`src/rtl/rl_hyst_pkg.sv`:
```
package rl_hyst_pkg;

  // Selects how a state index is stored in the state register.
  typedef enum logic {
    ENC_BINARY = 1'b0,
    ENC_ONEHOT = 1'b1
  } rl_hyst_enc_e;

endpackage

```
`src/rtl/rl_hyst_encode.sv`:
```
module rl_hyst_encode
  import rl_hyst_pkg::*;
#(
  parameter rl_hyst_enc_e ENC        = ENC_BINARY,
  parameter int           NUM_STATES = 12,
  parameter int           IDX_W      = 4,
  parameter int           CODE_W     = 4
) (
  input  logic [IDX_W-1:0]  idx,
  output logic [CODE_W-1:0] code
);

  generate
    if (ENC == ENC_ONEHOT) begin : g_onehot
      always_comb begin
        code = '0;
        for (int i = 0; i < NUM_STATES; i++) begin
          if (idx == IDX_W'(i)) code[i] = 1'b1;
        end
      end
    end else begin : g_binary
      assign code = CODE_W'(idx);
    end
  endgenerate

endmodule

```
`src/rtl/rl_hyst_decode.sv`:
```
module rl_hyst_decode
  import rl_hyst_pkg::*;
#(
  parameter rl_hyst_enc_e ENC        = ENC_BINARY,
  parameter int           NUM_STATES = 12,
  parameter int           IDX_W      = 4,
  parameter int           CODE_W     = 4
) (
  input  logic [CODE_W-1:0] code,
  output logic [IDX_W-1:0]  idx,
  output logic              legal
);

  generate
    if (ENC == ENC_ONEHOT) begin : g_onehot
      always_comb begin
        idx   = '0;
        legal = $onehot(code);
        for (int i = 0; i < NUM_STATES; i++) begin
          if (code[i]) idx = IDX_W'(i);
        end
      end
    end else begin : g_binary
      assign idx   = IDX_W'(code);
      assign legal = (code < CODE_W'(NUM_STATES));
    end
  endgenerate

endmodule

```
`src/rtl/rl_hyst_next.sv`:
```
module rl_hyst_next #(
  parameter int RISE_RUN = 8,
  parameter int FALL_RUN = 4,
  parameter int IDX_W    = 4
) (
  input  logic [IDX_W-1:0] cur_idx,
  input  logic             cur_legal,
  input  logic             sample_bit,
  output logic [IDX_W-1:0] nxt_idx
);

  localparam logic [IDX_W-1:0] IDLE_LOW  = '0;
  localparam logic [IDX_W-1:0] LAST_LOW  = IDX_W'(RISE_RUN - 1);
  localparam logic [IDX_W-1:0] IDLE_HIGH = IDX_W'(RISE_RUN);
  localparam logic [IDX_W-1:0] LAST_HIGH = IDX_W'(RISE_RUN + FALL_RUN - 1);

  always_comb begin
    nxt_idx = IDLE_LOW;
    if (!cur_legal) begin
      nxt_idx = IDLE_LOW;
    end else if (cur_idx < IDLE_HIGH) begin
      // low path: count ones, any zero restarts
      if (sample_bit) begin
        nxt_idx = (cur_idx == LAST_LOW) ? IDLE_HIGH : cur_idx + 1'b1;
      end else begin
        nxt_idx = IDLE_LOW;
      end
    end else begin
      // high path: count zeros, any one restarts
      if (sample_bit) begin
        nxt_idx = IDLE_HIGH;
      end else begin
        nxt_idx = (cur_idx == LAST_HIGH) ? IDLE_LOW : cur_idx + 1'b1;
      end
    end
  end

endmodule

```
`src/rtl/rl_hyst_detector.sv`:
```
module rl_hyst_detector
  import rl_hyst_pkg::*;
#(
  parameter int           RISE_RUN   = 8,
  parameter int           FALL_RUN   = 4,
  parameter rl_hyst_enc_e ENC        = ENC_BINARY,
  parameter int           NUM_STATES = RISE_RUN + FALL_RUN,
  parameter int           IDX_W      = $clog2(NUM_STATES),
  parameter int           CODE_W     = (ENC == ENC_ONEHOT) ? NUM_STATES : IDX_W
) (
  input  logic              clk,
  input  logic              rst,
  input  logic              sample_bit,
  output logic              detect_level,
  output logic [CODE_W-1:0] state_code
);

  logic [CODE_W-1:0] code_q;
  logic [CODE_W-1:0] code_d;
  logic [CODE_W-1:0] reset_code;
  logic [IDX_W-1:0]  cur_idx;
  logic [IDX_W-1:0]  nxt_idx;
  logic              cur_legal;

  rl_hyst_decode #(
    .ENC(ENC), .NUM_STATES(NUM_STATES), .IDX_W(IDX_W), .CODE_W(CODE_W)
  ) u_dec (
    .code (code_q),
    .idx  (cur_idx),
    .legal(cur_legal)
  );

  rl_hyst_next #(
    .RISE_RUN(RISE_RUN), .FALL_RUN(FALL_RUN), .IDX_W(IDX_W)
  ) u_next (
    .cur_idx   (cur_idx),
    .cur_legal (cur_legal),
    .sample_bit(sample_bit),
    .nxt_idx   (nxt_idx)
  );

  rl_hyst_encode #(
    .ENC(ENC), .NUM_STATES(NUM_STATES), .IDX_W(IDX_W), .CODE_W(CODE_W)
  ) u_enc_next (
    .idx (nxt_idx),
    .code(code_d)
  );

  rl_hyst_encode #(
    .ENC(ENC), .NUM_STATES(NUM_STATES), .IDX_W(IDX_W), .CODE_W(CODE_W)
  ) u_enc_reset (
    .idx ('0),
    .code(reset_code)
  );

  always_ff @(posedge clk) begin
    if (rst) code_q <= reset_code;
    else     code_q <= code_d;
  end

  // Moore output: depends only on the stored state
  assign detect_level = cur_legal && (cur_idx >= IDX_W'(RISE_RUN));
  assign state_code   = code_q;

endmodule

```
`config.mk`:
```
export PLATFORM = sky130hd
export DESIGN_NAME = rl_hyst_detector
export DESIGN_NICKNAME = d
export VERILOG_FILES = /design/src/rtl/rl_hyst_pkg.sv /design/src/rtl/rl_hyst_encode.sv /design/src/rtl/rl_hyst_decode.sv /design/src/rtl/rl_hyst_next.sv /design/src/rtl/rl_hyst_detector.sv
export SDC_FILE = /design/constraint.sdc
export NUM_CORES = 1
export LEC_CHECK = 0
export ABC_AREA = 1
export BUFFER_PORTS_ARGS = -buffer_cell sky130_fd_sc_hd__buf_2
export CORE_AREA = 10 10 47 49
export CTS_CLUSTER_SIZE = 20
export DETAILED_ROUTE_END_ITERATION = 16
export DIE_AREA = 0 0 57 59
export GPL_ROUTABILITY_DRIVEN = 0
export GPL_TIMING_DRIVEN = 0
export SLEW_MARGIN = 5
export SYNTH_ARGS = -nofsm -noshare
export SYNTH_HDL_FRONTEND = slang
export SYNTH_SLANG_ARGS = --single-unit
```
`constraint.sdc`:
```
create_clock -name clk -period 1.4 [get_ports clk]
set_input_delay 0.14 -clock clk [delete_from_list [all_inputs] [get_ports clk]]
set_output_delay 0.14 -clock clk [all_outputs]
set_load 0.005 [all_outputs]
```
* Word-level counts from Yosys, hierarchy flattened
Cells that the tools add are included.
Storage, ports and cells: memories kept 0, register bits 4, word-level logic and storage cells 15, input bits 3, output and inout bits 5, bits in read-only memories 0, bits in writable memories 0, bits in latches 0
Operators by class: shift-type cells 0, add/sub/neg operators 1, bitwise gates (word level) 1, multiply operators 0, multiplexer cells 5, div/mod/pow operators 0, equal/unequal tests 2, $lt $le $gt $ge 3, reduce and logical (&&, ||, !) cells 2
Operators with widths (number):
- $mux 4 | 5
- $lt 4x4->1 const B | 2
- $add 4x1->4 const B | 1
- $eq 4x3->1 const B | 1
- $eq 4x4->1 const B | 1
- $ge 4x4->1 const B | 1
- $reduce_or 2->1 | 1
- $logic_and 1x1->1 | 1
- $not 1->1 | 1

* Longest topological paths before layout
depth in word-level cells 4, mapped depth 5

* Hierarchy
From an unflattened synthesis, not the netlist that was laid out.
Second synthesis, totals: cells, all modules 58, area, all modules 360.3 um^2
Modules (own cells, without submodules):
- rl_hyst_detector | times used 1, cells each 20, area an instance 140.1 um^2, seq. area each 80.1 um^2
- rl_hyst_next | times used 1, cells each 25, area an instance 126.4 um^2, seq. area each 0.0 um^2
- rl_hyst_encode | times used 2, cells each 4, area an instance 30.0 um^2, seq. area each 0.0 um^2
- rl_hyst_decode | times used 1, cells each 5, area an instance 33.8 um^2, seq. area each 0.0 um^2

* Worst setup path before layout
Ideal clock, no wire load.
path kind flip-flop to flip-flop, start point reg code_q[0] (netlist: state_code[0]), end point reg code_q[2] (netlist: state_code[2]), setup time 73 ps, slack 487 ps, data required time 1327 ps, clock period less this slack 913 ps, cell stages (with the launch flop) 5, data arrival time 840 ps, buffers on the path 0, cell sequence dfxtp_1 > ha_1 > nand2_1 > nand2_1 > nor3_2
On the way: cells in the longest elaborated chain, start to end 4, elaborated cells on any way between the ends 12, those cells by class 1 x add/sub; 2 x order compare; 2 x eq/ne; 5 x mux; 1 x bitwise; 1 x reduce/logical
RTL lines:
- start, declared | line rl_hyst_detector.sv:18 | logic [CODE_W-1:0] code_q;
- start signal, assigned | line rl_hyst_detector.sv:57 | if (rst) code_q <= reset_code;
- start signal, assigned | line rl_hyst_detector.sv:58 | else code_q <= code_d;
- $add 4x1->4 (tied with other cells) | line rl_hyst_next.sv:24, rl_hyst_next.sv:33
- $mux 4 (on tied branches) | line rl_hyst_next.sv:33, rl_hyst_next.sv:24
- $mux 4 (on tied branches) | line rl_hyst_next.sv:30, rl_hyst_next.sv:23
- $mux 4 | line rl_hyst_next.sv:21 | end else if (cur_idx < IDLE_HIGH) begin
Parallel ways exist; a longest one is shown, timed or not. A chain may end at the register's enable or synchronous reset.

* Worst setup path after layout
start point reg code_q[3] (netlist: state_code[3]), end point out detect_level
On the way: cells in the longest elaborated chain, start to end 2, elaborated cells on any way between the ends 3, those cells by class 2 x order compare; 1 x reduce/logical
RTL lines:
- $lt 4x4->1 / $ge 4x4->1 (equally long branches) | line rl_hyst_decode.sv:25, rl_hyst_detector.sv:62
- $logic_and 1x1->1 (*) | line rl_hyst_detector.sv:62 | assign detect_level = cur_legal && (cur_idx >= IDX_W'(RISE_RUN));
- end, declared | line rl_hyst_detector.sv:14 | output logic detect_level,
Every way passes the cells marked *; elsewhere a longest branch is shown, timed or not.

==> metrics.md <==
| Metric | Value |
|---|---|
| Outcome | `completed` |
| Non-Filler Instances | `54` |
| TritonRoute pass-1 iters | `3` |
| Cell Area, Synth | `204 um2` |
| Global-route wire length before repair | `855 um` |
| GRT Util Overall | `3.76%` |
| Reg2reg start | `state_code[0]` |
| Synth warn | `0` |
| Worst flop-to-flop path endpoint | `state_code[2]` |
| Final setup violation count | `0` |
| Fin crit share | `76.2%` |
| PortBufs | `7` |
| TritonCTS clock tree | `done` |
| H-tree levels | `1` |
| Post_cts resized | `0` |
| Clk Latency, worst-skew pair | `0.24 ns` |
| Max frequency | `937 MHz` |
| Clock sink total | `4` |
| Crit end category | `output pin` |
| Required time worst endpoint | `1.26 ns` |
| Mapped Avg Cell Area | `7.28 um2` |
| Worst slew margin | `84.2%` |
| Syn Nets | `32` |
| Cts hold-fix bufs | `0` |
| Core Region | `1400 um2` |
| Residual DRC count | `0` |
| Min Tclk post-route | `1.07 ns` |
| CTS buffer count | `3` |
| Fin Clk Skew | `0.00247 ns` |
| Hold WC Path Type | `input pin to flip-flop` |
| Grt total ovfl | `0` |
| Critical-path cell list | `inv_1 > nor2_1 > buf_2` |
| Root buffer cell | `clkbuf_4` |
| Slew of the pin with the lowest slew margin | `0.237 ns` |
| CP arrival | `0.93 ns` |
| Vias in the first global route | `229` |
| Via density | `4.04` |
| 1st-iter DRT viols | `2` |
| Mapped Cells | `28` |
| Max FFs per register | `4` |
| Layout Nets | `44` |
| Initial antenna violation count | `0` |
| Setup_tns | `0 ns` |
| Yosys reg bits | `4` |
| Util after Layout | `20.1%` |
| Maximum vdd ir drop | `0.219 mV` |
| R2R depth | `4` |
| CP Class | `flip-flop to output pin` |
| Final hold slack | `0.165 ns` |
| Initial Util | `14.6%` |
| Hold Crit Depth | `4` |
| Power density cells | `1030 nW/um2` |
| Share of cells above drive strength 1 | `31.6%` |
| Startpoint Class | `flip-flop` |
| Critical Path Fanout Max | `5` |
| DR vias | `218` |
| R2R Setup Slk | `0.42 ns` |
| Die X | `57 um` |
| DP HPWL | `433 um` |
| Critical Path Start | `state_code[3]` |
| Wire length per cell | `9.65 um` |
| CTS clk-pin slew, worst paths | `0.04 ns` |
| Post-synthesis sequential area ratio | `39.3%` |
| Post-route ant nets | `0` |
| Leak Pwr | `0.144 nW` |
| Netlist cell types | `12` |
| Critical path's largest stage delay | `0.38 ns` |
| Post-DP Area | `259 um2` |
| DIE AREA | `3360 um2` |
| Largest net degree at the start of global routing | `8` |
| Crit path to | `detect_level` |
| Num ports | `8` |
| Die height | `59 um` |
| Unrepaired setup endpoints after global routing | `false` |
| Max stage delay cell, worst path | `dfxtp_1` |
| Post-CTS Setup Bufs | `0` |
| Worst-case clock buffer depth | `2` |
| Drt total wl | `521 um` |
| Placed insts | `51` |
| N_diodes | `0` |
| Final hold violations | `0` |
| Final Cell Area | `282 um2` |
| Max Slew Vio Count | `0` |
| Layout area overhead | `38.0%` |
| # Max-Cap Violations | `0` |
| Row count | `14` |
## worst min path at each step
stage | start | to | slack [ns]
finish | rst | state_code[1] | 0.16
global route | sample_bit | state_code[3] | 0.19
CTS | rst | state_code[1] | 0.17
detailed placement | rst | state_code[1] | 0.42
global placement | rst | state_code[1] | 0.41
floorplan | sample_bit | state_code[3] | 0.28
## logic make-up (layout without fill, tap and decap cells)
kind of cell | count (synthesis) | after routing | share of synthesized area (%)
simple gates | 14 | 14 | 33.1
buf+inv | 4 | 14 | 7.36
flops | 4 | 4 | 39.3
compound gates | 5 | 5 | 14.1
fa+ha+maj | 1 | 1 | 6.13
## power by group
group / total [mW] / internal, mW / switching, mW / leakage [nW]
clock network: 0.150 / 0.0963 / 0.0539 / 0.0138
logic: 0.0197 / 0.00899 / 0.0107 / 0.0975
registers: 0.120 / 0.118 / 0.00269 / 0.0325
## area by class of cell
class | instances | area [um2]
clock buffers | 3 | 22.5
well taps | 16 | 20.0
multi-input cells | 20 | 109
fillers | 169 | 1120
flip-flops and latches | 4 | 80.1
repair buffers | 7 | 35.0
inverters | 4 | 15.0
## per-stage QoR
stage               power, mW  setup slack, ns
finish                  0.290            0.333
detailed placement      0.143            0.422
global route            0.301            0.248
CTS                     0.294            0.317
global placement        0.141            0.430
floorplan               0.133            0.487
## cells in the final DEF (no fill, tap or decap), drive strengths merged
master / count
nand2: 6
nor3: 1
a21oi: 3
o21ai: 2
inv: 4
ha: 1
clkbuf: 3
dfxtp: 4
nand3b: 1
buf: 7
nor2: 2
nand3: 4
## routing by layer
| layer | track usage, % | share of wire [%] | up-vias |
|---|---|---|---|
| met5 | 0 | 0 | - |
| met4 | 6.04 | 5.8 | 0 |
| met3 | 3.65 | 19 | 4 |
| met2 | 4.65 | 38 | 9 |
| met1 | 2.61 | 37 | 91 |
| li1 | - | - | 114 |
## Yosys cell counts, drive strengths merged
cell type,n,area [um2]
dfxtp,4,80.1
nor3,1,10.0
nand3,4,20.0
a21oi,3,18.8
ha,1,12.5
o21ai,2,10.0
nand2,6,22.5
nor2,2,7.51
inv,4,15.0
nand3b,1,7.51
## worst max-delay path: cells and delay by family, from the launching register on
kind          cells  cell delay (ns)
buf+inv           2             0.22
flops             1             0.38
simple gates      1             0.09
No activity file was read; power rests on OpenSTA's default activity.
